$ cat src/rtl/adjkey_pkg.sv
package adjkey_pkg;

  localparam int HIST_W_MAX = 8;

  typedef logic [HIST_W_MAX-1:0] hist_t;

  // shift a new pressed-level sample into the history, newest in bit 0
  function automatic hist_t hist_push(hist_t h, logic pressed_lvl);
    return {h[HIST_W_MAX-2:0], pressed_lvl};
  endfunction

  // true when the newest 'depth' samples all equal 'level'
  function automatic logic hist_all(hist_t h, int depth, logic level);
    logic ok;
    ok = 1'b1;
    for (int b = 0; b < HIST_W_MAX; b++) begin
      if (b < depth && h[b] != level) ok = 1'b0;
    end
    return ok;
  endfunction

  // strobe request: fresh press, or repeat tick on an established press
  function automatic logic strobe_next(logic rise, logic held, logic tick);
    return rise | (held & tick);
  endfunction

endpackage

$ cat src/rtl/adjkey_debounce.sv
module adjkey_debounce
  import adjkey_pkg::*;
#(
  parameter int STABLE_SAMPLES = 2
) (
  input  logic clk,
  input  logic rst_n,
  input  logic sample_en,
  input  logic key_n,
  output logic pressed
);

  localparam int DEPTH = (STABLE_SAMPLES > HIST_W_MAX) ? HIST_W_MAX :
                         (STABLE_SAMPLES < 1) ? 1 : STABLE_SAMPLES;

  hist_t hist_q;
  hist_t hist_nxt;
  logic  all_low;
  logic  all_high;

  assign hist_nxt = hist_push(hist_q, ~key_n);
  assign all_low  = hist_all(hist_nxt, DEPTH, 1'b1);
  assign all_high = hist_all(hist_nxt, DEPTH, 1'b0);

  always_ff @(posedge clk or negedge rst_n) begin
    if (!rst_n) begin
      hist_q  <= '0;
      pressed <= 1'b0;
    end else if (sample_en) begin
      hist_q <= hist_nxt;
      if (all_low)       pressed <= 1'b1;
      else if (all_high) pressed <= 1'b0;
    end
  end

endmodule

$ cat src/rtl/adjkey_repeat.sv
module adjkey_repeat
  import adjkey_pkg::*;
(
  input  logic clk,
  input  logic rst_n,
  input  logic pressed,
  input  logic repeat_en,
  output logic press_rise,
  output logic strobe
);

  logic pressed_q;
  logic held;

  assign press_rise = pressed & ~pressed_q;
  assign held       = pressed & pressed_q;

  always_ff @(posedge clk or negedge rst_n) begin
    if (!rst_n) begin
      pressed_q <= 1'b0;
      strobe    <= 1'b0;
    end else begin
      pressed_q <= pressed;
      strobe    <= strobe_next(press_rise, held, repeat_en);
    end
  end

endmodule

$ cat src/rtl/adj_key_strober.sv
module adj_key_strober #(
  parameter int NUM_KEYS       = 3,
  parameter int STABLE_SAMPLES = 2
) (
  input  logic                clk,
  input  logic                rst_n,
  input  logic                sample_en,
  input  logic                repeat_en,
  input  logic [NUM_KEYS-1:0] key_n,
  output logic [NUM_KEYS-1:0] inc_strobe
);

  // internal events, named for the bound checker
  logic [NUM_KEYS-1:0] key_pressed;
  logic [NUM_KEYS-1:0] press_rise;

  for (genvar k = 0; k < NUM_KEYS; k++) begin : g_key
    adjkey_debounce #(.STABLE_SAMPLES(STABLE_SAMPLES)) u_deb (
      .clk       (clk),
      .rst_n     (rst_n),
      .sample_en (sample_en),
      .key_n     (key_n[k]),
      .pressed   (key_pressed[k])
    );

    adjkey_repeat u_rep (
      .clk        (clk),
      .rst_n      (rst_n),
      .pressed    (key_pressed[k]),
      .repeat_en  (repeat_en),
      .press_rise (press_rise[k]),
      .strobe     (inc_strobe[k])
    );
  end

endmodule

$ cat config.mk
export PLATFORM = sky130hd
export DESIGN_NAME = adj_key_strober
export DESIGN_NICKNAME = d
export VERILOG_FILES = /design/src/rtl/adjkey_pkg.sv /design/src/rtl/adjkey_debounce.sv /design/src/rtl/adjkey_repeat.sv /design/src/rtl/adj_key_strober.sv
export SDC_FILE = /design/constraint.sdc
export NUM_CORES = 1
export LEC_CHECK = 0
export BUFFER_PORTS_ARGS = -buffer_cell sky130_fd_sc_hd__clkbuf_2
export CAP_MARGIN = 5
export CORE_AREA = 2 2 39 41
export DETAILED_ROUTE_END_ITERATION = 8
export DIE_AREA = 0 0 41 43
export GPL_ROUTABILITY_DRIVEN = 0
export PLACE_DENSITY_LB_ADDON = 0.25
export SETUP_SLACK_MARGIN = 0.05
export SKIP_LAST_GASP = 1
export SLEW_MARGIN = 15
export SYNTH_ARGS = -nofsm -noshare
export SYNTH_HDL_FRONTEND = slang
export SYNTH_SLANG_ARGS = --single-unit
$ cat constraint.sdc
create_clock -name clk -period 1.2 [get_ports clk]
set_input_delay 0.24 -clock clk [delete_from_list [all_inputs] [get_ports clk]]
set_output_delay 0.24 -clock clk [all_outputs]
set_load 0.02 [all_outputs]
==> reports/qor.csv, run 1 <==
stage,metric,value,unit
outcome,status,finished with violations,
outcome,violations,negative setup slack,
timing,fmax,794,MHz
timing,rsz0062_at_grt,yes,
worst_setup_path,startpoint_type,register,
floorplanning,start_util,35.7,%
detailed_routing,ant_nets,0,
worst_setup_path,critPathRequiredTime,1360,ps
timing,finalClockSkew,5.73,ps
worst_setup_path,arrival,1420,ps
worst_setup_path,r2r-start,g_key[2].u_deb.hist_q[0],
worst_setup_path,rr_worst_depth,3,
detailed_routing,vias_per_cell,4.11,
timing,post-route-period-util,105,%
placed_design,port_buffers,9,
cts,cts_max_path_buffers,2,
floorplanning,core_area,0.00138,mm2
hold_path,hold_path.class,in2reg,
logic_synthesis,synth.yosys.seq_area_share,60.8,%
logic_synthesis,synth.top_cell.area_share,60.8,%
timing,worstMarginPinSlew,276,ps
logic_synthesis,synth.cell_area,494,um2
layout,area_growth,22.5,%
timing,slew_viol_final,0,
logic_synthesis,yosys-top-cells-area,"dfrtp_1, mux2_4, ha_1",
layout,final_nets,61,
detailed_routing,drt_iter0_markers,0,
cts,root_buffer,clkbuf_4,
worst_setup_path,cp-startpoint,g_key[2].u_deb.hist_q[0],
logic_synthesis,synth_cell_types,10,
cts,clock_latency,270,ps
cts,clock_sinks,12,
floorplanning,rows,14,
detailed_routing,routed_wl,589,um
timing,fin_ws,-60.1,ps
power_and_ir_drop,leakagePower,0.326,nW
detailed_routing,via_count,271,
layout,utilization,43.8,%
worst_setup_path,rr_endpoint,g_key[2].u_deb.pressed,
timing,hold_viol_final,0,
worst_setup_path,cp_max_fo,2,
worst_setup_path,end_kind,register,
floorplanning,ioPinCount,10,
logic_synthesis,ys_warn_count,0,
detailed_routing,dr.pass1.iters,1,
floorplanning,die_area,0.00176,mm2
cts,cts-resized-gates,0,
timing,tns,-164,ps
layout,antenna_cells,0,
layout,drive_above_1_share,40.0,%
logic_synthesis,syn_nets,46,
global_routing,grt_antenna_before_repair,0,
global_routing,grt_start_max_net_pins,13,
global_routing,grt_pass1_wl,1000,um
timing,setup_viol,3,
placed_design,dp_slack,-74.6,ps
detailed_routing,drc,0,
logic_synthesis,yosys.area.top_type,dfrtp_1,
detailed_routing,wl_per_cell,8.92,um
placed_design,place_hpwl,446,um
cts,numCtsBuffers,3,
timing,finalHoldWorstSlack,148,ps
logic_synthesis,synth_seq_cells,12,
cts,clk_pin_slew,70,ps
floorplanning,die_w,41,um
timing,fin_crit,1260,ps
global_routing,grt_pass1_vias,248,
worst_setup_path,criticalPathCategory,reg2reg,
logic_synthesis,syn_avg_cell_area,13.7,um2
cts,htree_levels,1,
logic_synthesis,syn_inst,36,
timing,slew_headroom,81.6,%
cts,cts_tree,done,
power_and_ir_drop,powerDensity,1640,mW/mm2
flow_run,cap_violations,0,
worst_setup_path,cp-endpoint,g_key[2].u_deb.pressed,
global_routing,grtUsageTotal,9.11,%
worst_setup_path,reg2reg_slack,-60,ps
power_and_ir_drop,peakVddDrop,0.000498,V
global_routing,grt-ovfl-total,0,
floorplanning,die_h,43,um
power_and_ir_drop,p_total,0.000993,W
repair_timing:
action,4_1_cts,5_1_grt
endpoints found under the setup margin,3,3
buffers inserted,2,1
hold endpoints to repair,12,0
hold buffers,1,0
layer usage:
| layer | up-vias | wire length [um] | global-route usage (%) |
|---|---|---|---|
| met2 | 8 | 257 | 10.6 |
| met5 | - | 0 | 0 |
| li1 | 145 | - | - |
| met4 | 0 | 0 | 10.0 |
| met3 | 0 | 47 | 3.14 |
| met1 | 118 | 284 | 11.6 |
synth_stat cells, drive strengths merged:
cell type,n
dfrtp,12
mux2,4
buf,3
ha,3
nor2,2
inv,4
a21oi,2
a21boi,3
and2b,3
per-stage QoR:
step | cells | area (um2)
finish | 66 | 606
global route | 66 | 606
CTS | 65 | 598
detailed placement | 58 | 537
global placement | 58 | 537
floorplan | 36 | 494
registers in the layout (all words and copies together), names as in the netlist:
| register | cells |
|---|---|
| g_key.u_deb.hist_q | 3 |
| g_key.u_deb.pressed | 3 |
| g_key.u_rep.pressed_q | 3 |
| g_key.u_rep.strobe | 3 |
power by group:
part | switching (W) | total [W] | internal [W]
sequential | 0.0000299 | 0.000510 | 0.000480
combinational | 0.0000779 | 0.000173 | 0.0000954
clock | 0.000125 | 0.000309 | 0.000184
total | 0.000233 | 0.000993 | 0.000760
worst max-delay path: stages, from the launching register on:
cell     delay, ps
dfrtp_1        380
ha_1           260
and2b_1        210
mux2_4         290
how the worst min path moves through the flow:
stage                               end  cells past startpoint     start
2_1_floorplan  g_key[0].u_deb.hist_q[0]                      0     rst_n
6_report       g_key[2].u_deb.hist_q[0]                      2  key_n[2]
3_3_place_gp      g_key[0].u_rep.strobe                      1     rst_n
3_5_place_dp      g_key[2].u_rep.strobe                      1     rst_n
5_1_grt        g_key[1].u_deb.hist_q[0]                      2  key_n[1]
4_1_cts        g_key[2].u_deb.hist_q[0]                      2  key_n[2]
logic make-up (layout without fill, tap and decap cells):
| group | Yosys count | in the layout | synth area share [%] |
|---|---|---|---|
| adder cells (fa/ha/maj) | 3 | 3 | 7.60 |
| AO/OA/AOI/OAI | 5 | 5 | 6.58 |
| flip-flops | 12 | 12 | 60.8 |
| buffers and inverters | 7 | 21 | 7.59 |
| AND/OR/NAND/NOR | 5 | 5 | 6.08 |
| multiplexers | 4 | 4 | 11.4 |
cell type report:
class,instances,area (um2)
fill,130,778
sequential,12,300
multi-input combinational,17,156
timing repair buffer,13,77.6
clock buffer,4,36.3
tap,16,20.0
inverter,4,15.0
placed cells by master (no fill, tap or decap):
cell           count
a21boi_0           3
ha_1               3
clkbuf_2           9
mux2_4             3
clkbuf_4           3
mux2_2             1
a21oi_1            2
nor2_1             2
inv_1              4
dfrtp_1           12
buf_4              3
dlygate4sd3_1      1
clkbuf_8           1
and2b_1            3
Note: power is estimated with default switching activity, not from simulation.
==> run 2: changes to the inputs <==
- SYNTH_HIERARCHICAL: not set -> 1
==> run 2 against run 1 <==
Net effect:
- the flow now finishes without violations
- routed wire length rose by 27%
- maximum frequency rose by 8.2%
- cell count fell by 6.1%
- register-to-register slack improved by 96 ps
- utilization rose by 3.2 points
- via count rose by 6.3%
- combinational power rose by 23%
- final area rose by 7.2%
- first-iteration DRC count rose by 1
- die area did not move
- hold slack improved by 65 ps
- flip-flop and latch count did not move
- largest cell class unchanged
==> reports/qor.csv, run 2 <==
stage,metric,value,unit,change
cts,cts_max_path_buffers,2,,unchanged
detailed_routing,routed_wl,750,um,was 589 um
detailed_routing,drt_iter0_markers,1,,was 0
timing,slew_viol_final,0,,unchanged
worst_setup_path,end_kind,register,,unchanged
cts,clock_sinks,12,,unchanged
timing,tns,0,ps,was -164 ps
timing,slew_headroom,80.7,%,was 81.6%
detailed_routing,drc,0,,unchanged
layout,final_area,649,um2,was 606 um2
layout,seq_area,300,um2,unchanged
hold_path,hold_path.class,in2reg,,unchanged
timing,fmax,859,MHz,was 794 MHz
floorplanning,rows,14,,unchanged
outcome,status,"complete, no violations",,was finished with violations
layout,drive_above_1_share,58.7,%,was 40.0%
detailed_routing,ant_nets,0,,unchanged
layout,antenna_cells,0,,unchanged
logic_synthesis,synth.cell_area,514,um2,was 494 um2
worst_setup_path,cp_max_fo,2,,unchanged
logic_synthesis,syn_inst,33,,was 36
timing,finalClockSkew,1.20,ps,was 5.73 ps
worst_setup_path,rr_worst_depth,3,,unchanged
global_routing,grt_start_max_net_pins,13,,unchanged
floorplanning,die_area,0.00176,mm2,unchanged
cts,clock_latency,270,ps,about the same
worst_setup_path,cp_slowest_stage_delay,420,ps,was 380 ps
worst_setup_path,arrival,1320,ps,was 1420 ps
timing,worstMarginPinSlew,290,ps,was 276 ps
worst_setup_path,path_depth,3,,unchanged
logic_synthesis,syn_nets,43,,was 46
timing,post-route-period-util,97.0,%,was 105%
cts,htree_levels,1,,unchanged
cts,cts_tree,done,,unchanged
worst_setup_path,criticalPathCategory,reg2reg,,unchanged
detailed_routing,wl_per_cell,12.1,um,was 8.92 um
detailed_routing,vias_per_cell,4.65,,was 4.11
layout,utilization,46.9,%,was 43.8%
timing,fin_ws,35.9,ps,was -60.1 ps
cts,numCtsBuffers,3,,unchanged
layout,final_cell_mix,"dfrtp_1, clkbuf_2, inv_1",,unchanged
global_routing,grt-ovfl-total,0,,unchanged
hold_path,min_from,repeat_en,,was key_n[2]
power_and_ir_drop,powerDensity,1500,mW/mm2,was 1640 mW/mm2
worst_setup_path,path_cells,ha_4 > nor2b_4 > mux2_4,,was ha_1 > and2b_1 > mux2_4
layout,fillers,129,,was 130
worst_setup_path,slowest_stage,dfrtp_1,,unchanged
hold_path,hold_depth,3,,was 2
logic_synthesis,ys_warn_count,6,,was 0
placed_design,dp_slack,25.9,ps,was -74.6 ps
timing,hold_viol_final,0,,unchanged
placed_design,port_buffers,9,,unchanged
placed_design,place_area,617,um2,was 537 um2
worst_setup_path,rr_endpoint,g_key[1].u_deb/pressed,,was g_key[2].u_deb.pressed
power_and_ir_drop,leakagePower,0.329,nW,was 0.326 nW
detailed_routing,via_count,288,,was 271
layout,final_nets,58,,was 61
global_routing,grt_antenna_before_repair,0,,unchanged
timing,setup_viol,0,,was 3
floorplanning,ioPinCount,10,,unchanged
timing,fin_crit,1160,ps,was 1260 ps
layout,layout_commonest_cell,dfrtp_1,,unchanged
layout,multi_input_area,229,um2,was 156 um2
floorplanning,die_h,43,um,unchanged
floorplanning,start_util,37.2,%,was 35.7%
global_routing,grtUsageTotal,12.4,%,was 9.11%
worst_setup_path,r2r-start,g_key[1].u_deb/hist_q[0],,was g_key[2].u_deb.hist_q[0]
worst_setup_path,path_delay_family,flip-flops,,unchanged
global_routing,grt_pass1_vias,328,,was 248
power_and_ir_drop,peakVddDrop,0.000532,V,was 0.000498 V
flow_run,cap_violations,0,,unchanged
logic_synthesis,syn_avg_cell_area,15.6,um2,was 13.7 um2
cts,root_buffer,clkbuf_4,,unchanged
global_routing,grt_pass1_wl,1390,um,was 1000 um
cts,clk_pin_slew,70,ps,about the same
floorplanning,die_w,41,um,unchanged
detailed_routing,dr.pass1.iters,4,,was 1
cts,post_cts_buffers,0,,was 2
floorplanning,core_area,0.00138,mm2,unchanged
timing,rsz0062_at_grt,yes,,unchanged
hold_path,hold_end,g_key[0].u_rep/strobe,,was g_key[2].u_deb.hist_q[0]
layout,area_growth,26.3,%,was 22.5%
worst_setup_path,critPathRequiredTime,1360,ps,about the same
worst_setup_path,crit_buf_inv,0,,unchanged
worst_setup_path,reg2reg_slack,40,ps,was -60 ps
worst_setup_path,startpoint_type,register,,unchanged
placed_design,place_hpwl,595,um,was 446 um
run 2: worst max-delay path by stage:
stage	startpoint	end	slack (ps)
2_1_floorplan	g_key[0].u_deb/hist_q[0]	g_key[0].u_deb/pressed	90
3_3_place_gp	key_n[1]	g_key[1].u_deb/pressed	60
3_5_place_dp	key_n[2]	g_key[2].u_deb/pressed	30
4_1_cts	g_key[0].u_deb/hist_q[0]	g_key[0].u_deb/pressed	40
5_1_grt	g_key[1].u_deb/hist_q[0]	g_key[1].u_deb/pressed	3
6_report	g_key[1].u_deb/hist_q[0]	g_key[1].u_deb/pressed	40
run 2: layout make-up:
| type | instances | area share, % |
|---|---|---|
| Timing Repair Buffer | 10 | 8.48 |
| Sequential cell | 12 | 46.2 |
| Multi-Input combinational cell | 15 | 35.3 |
| Inverter | 6 | 3.47 |
| Clock buffer | 3 | 3.47 |
| Tap cell | 16 | 3.08 |
run 2: repair_timing:
item | CTS | global route
gates resized for setup | 0 | 0
hold endpoints to repair | 12 | 0
hold buffers | 1 | 0
endpoints found under the setup margin | 3 | 3
run 2: per-layer routing:
| metal | track usage (%) | vias to the layer above | routed length (um) |
|---|---|---|---|
| li1 | - | 131 | - |
| met1 | 15.3 | 143 | 310 |
| met2 | 17.5 | 12 | 358 |
| met3 | 3.14 | 2 | 56 |
| met4 | 10.0 | 0 | 25 |
| met5 | 0 | - | 0 |
run 2: power by group:
part           internal, W  total, W  switching [W]
sequential        0.000480  0.000522      0.0000420
combinational     0.000121  0.000212      0.0000910
clock             0.000116  0.000243       0.000126
run 2: worst reg2reg max path, delay by kind of cell, from the launching register on:
kind	cells	cell delay, ps
adder cells (fa/ha/maj)	1	230
AND/OR/NAND/NOR	1	110
flip-flops	1	420
multiplexers	1	290
run 2: through the flow:
stage / total power, W / instances / hold WS (ps)
floorplan: 0.000676 / 33 / -55.6
global placement: 0.000725 / 58 / 131
detailed placement: 0.000745 / 58 / 137
CTS: 0.000988 / 62 / 215
global route: 0.00103 / 62 / 231
finish: 0.000976 / 62 / 213
==> run 3: changes to the inputs <==
- BUFFER_PORTS_ARGS: -buffer_cell sky130_fd_sc_hd__clkbuf_2 -> -buffer_cell sky130_fd_sc_hd__buf_2
- HOLD_SLACK_MARGIN: not set -> 0.06
- clock period: 1.2 -> 1.3 ns (I/O delays scaled with it)
==> run 3 against run 2 <==
Net effect:
- maximum frequency decreased by 4.4%
- utilization rose by 0.090 points
- clock skew grew 1.9 ps
- register-to-register slack improved by 50 ps
- routed wire length is 14% higher
- power shrank 1.7%
- final area is 0.19% higher
- critical endpoint is now g_key[2].u_deb/pressed
==> reports/qor.csv, run 3 (synthesized netlist as in run 2, its figures left out) <==
stage,metric,value,unit,change
outcome,status,"complete, no violations",,unchanged
placed_design,dp_slack,44.2,ps,was 25.9 ps
global_routing,grt-ovfl-total,0,,unchanged
global_routing,grt_pass1_vias,296,,was 328
floorplanning,rows,14,,unchanged
detailed_routing,via_count,281,,was 288
floorplanning,ioPinCount,10,,unchanged
timing,fin_ws,82.3,ps,was 35.9 ps
cts,cts_max_path_buffers,2,,unchanged
timing,post-route-period-util,93.7,%,was 97.0%
cts,numCtsBuffers,3,,unchanged
cts,htree_levels,1,,unchanged
hold_path,hold_end,g_key[0].u_rep/strobe,,unchanged
worst_setup_path,end_kind,register,,unchanged
timing,worstMarginPinSlew,266,ps,was 290 ps
power_and_ir_drop,peakVddDrop,0.000682,V,was 0.000532 V
timing,finalClockSkew,3.11,ps,was 1.20 ps
worst_setup_path,criticalPathCategory,reg2reg,,unchanged
cts,clock_sinks,12,,unchanged
cts,clock_latency,270,ps,about the same
detailed_routing,vias_per_cell,4.46,,was 4.65
worst_setup_path,r2r-start,g_key[2].u_deb/hist_q[0],,was g_key[1].u_deb/hist_q[0]
detailed_routing,drt_iter0_markers,1,,unchanged
floorplanning,core_area,0.00138,mm2,unchanged
hold_path,hold_path.class,in2reg,,unchanged
timing,setup_viol,0,,unchanged
layout,final_cell_mix,"dfrtp_1, buf_2, inv_1",,"was dfrtp_1, clkbuf_2, inv_1"
layout,multi_input_area,216,um2,was 229 um2
timing,fin_crit,1220,ps,was 1160 ps
worst_setup_path,rr_endpoint,g_key[2].u_deb/pressed,,was g_key[1].u_deb/pressed
timing,slew_headroom,82.3,%,was 80.7%
detailed_routing,drc,0,,unchanged
global_routing,grt_antenna_before_repair,0,,unchanged
worst_setup_path,startpoint_type,register,,unchanged
detailed_routing,ant_nets,0,,unchanged
worst_setup_path,arrival,1370,ps,was 1320 ps
timing,hold_viol_final,0,,unchanged
worst_setup_path,reg2reg_slack,80,ps,was 40 ps
worst_setup_path,cp_max_fo,2,,unchanged
worst_setup_path,cp-startpoint,g_key[2].u_deb/hist_q[0],,was g_key[1].u_deb/hist_q[0]
detailed_routing,dr.pass1.iters,2,,was 4
placed_design,port_buffers,9,,unchanged
timing,tns,0,ps,unchanged
global_routing,grtUsageTotal,11.4,%,was 12.4%
cts,cts_tree,done,,unchanged
cts,root_buffer,clkbuf_4,,unchanged
flow_run,cap_violations,0,,unchanged
hold_path,min_from,repeat_en,,unchanged
layout,layout_commonest_cell,dfrtp_1,,unchanged
floorplanning,die_h,43,um,unchanged
worst_setup_path,critPathRequiredTime,1460,ps,was 1360 ps
layout,drive_above_1_share,57.4,%,was 58.7%
global_routing,grt_start_max_net_pins,13,,unchanged
detailed_routing,wl_per_cell,13.5,um,was 12.1 um
power_and_ir_drop,powerDensity,1480,mW/mm2,was 1500 mW/mm2
layout,fillers,138,,was 129
worst_setup_path,rr_worst_depth,3,,unchanged
power_and_ir_drop,leakagePower,0.337,nW,was 0.329 nW
power_and_ir_drop,p_total,0.000960,W,was 0.000976 W
hold_path,hold_depth,3,,unchanged
global_routing,grt_pass1_wl,1240,um,was 1390 um
detailed_routing,routed_wl,853,um,was 750 um
layout,antenna_cells,0,,unchanged
timing,fmax,821,MHz,was 859 MHz
floorplanning,die_w,41,um,unchanged
cts,clk_pin_slew,70,ps,about the same
timing,rsz0062_at_grt,no,,was yes
floorplanning,die_area,0.00176,mm2,unchanged
layout,seq_area,300,um2,unchanged
layout,final_nets,58,,unchanged
layout,area_growth,26.5,%,was 26.3%
floorplanning,start_util,37.2,%,unchanged
timing,slew_viol_final,0,,unchanged
## run 3: metal layers
metal | track usage (%) | vias up | share of wire, % | routed length, um
met4 | 12.0 | 0 | 0.94 | 8
met3 | 3.14 | 2 | 4.9 | 42
met5 | 0 | - | 0 | 0
li1 | - | 136 | - | -
met2 | 16.9 | 7 | 60 | 516
met1 | 11.6 | 136 | 33 | 285
## run 3: worst max path at each step
stage	to
after global routing	g_key[2].u_deb/pressed
after CTS	g_key[1].u_deb/pressed
after floorplan	g_key[0].u_deb/pressed
after global placement	g_key[1].u_deb/pressed
final	g_key[2].u_deb/pressed
after detailed placement	g_key[1].u_deb/pressed
## run 3: power breakdown
part           switching [W]  internal [W]
sequential         0.0000376      0.000443
clock               0.000116      0.000170
combinational      0.0000838      0.000110
## run 3: per-stage QoR
| stage | utilization [%] | std cells | hold slack (ps) | instance area (um2) |
|---|---|---|---|---|
| final | 47.0 | 63 | 238 | 651 |
| after global routing | 47.0 | 63 | 235 | 651 |
| after CTS | 45.2 | 63 | 230 | 626 |
| after detailed placement | 41.9 | 58 | 147 | 579 |
| after global placement | 41.9 | 58 | 142 | 579 |
| after floorplan | - | 33 | -35.6 | 514 |
## run 3: area by class of cell
cell class / count / share of cell area [%]
clock buffers: 4 / 5.58
inverters: 6 / 3.46
multi-input cells: 15 / 33.3
flip-flops and latches: 12 / 46.2
well taps: 16 / 3.08
repair buffers: 10 / 8.46
## run 3: timing repair
| action | in CTS | in global routing |
|---|---|---|
| hold buffers | 1 | 0 |
| setup endpoints to repair | 0 | 2 |
| endpoints found under the hold margin | 12 | 0 |
| resized for setup | 0 | 2 |
| buffers inserted | 0 | 0 |
## run 3: critical path, cell delays in order (launching register included)
cell,delay [ps]
dfrtp_1,390
ha_1,310
nor2b_4,120
mux2_4,290
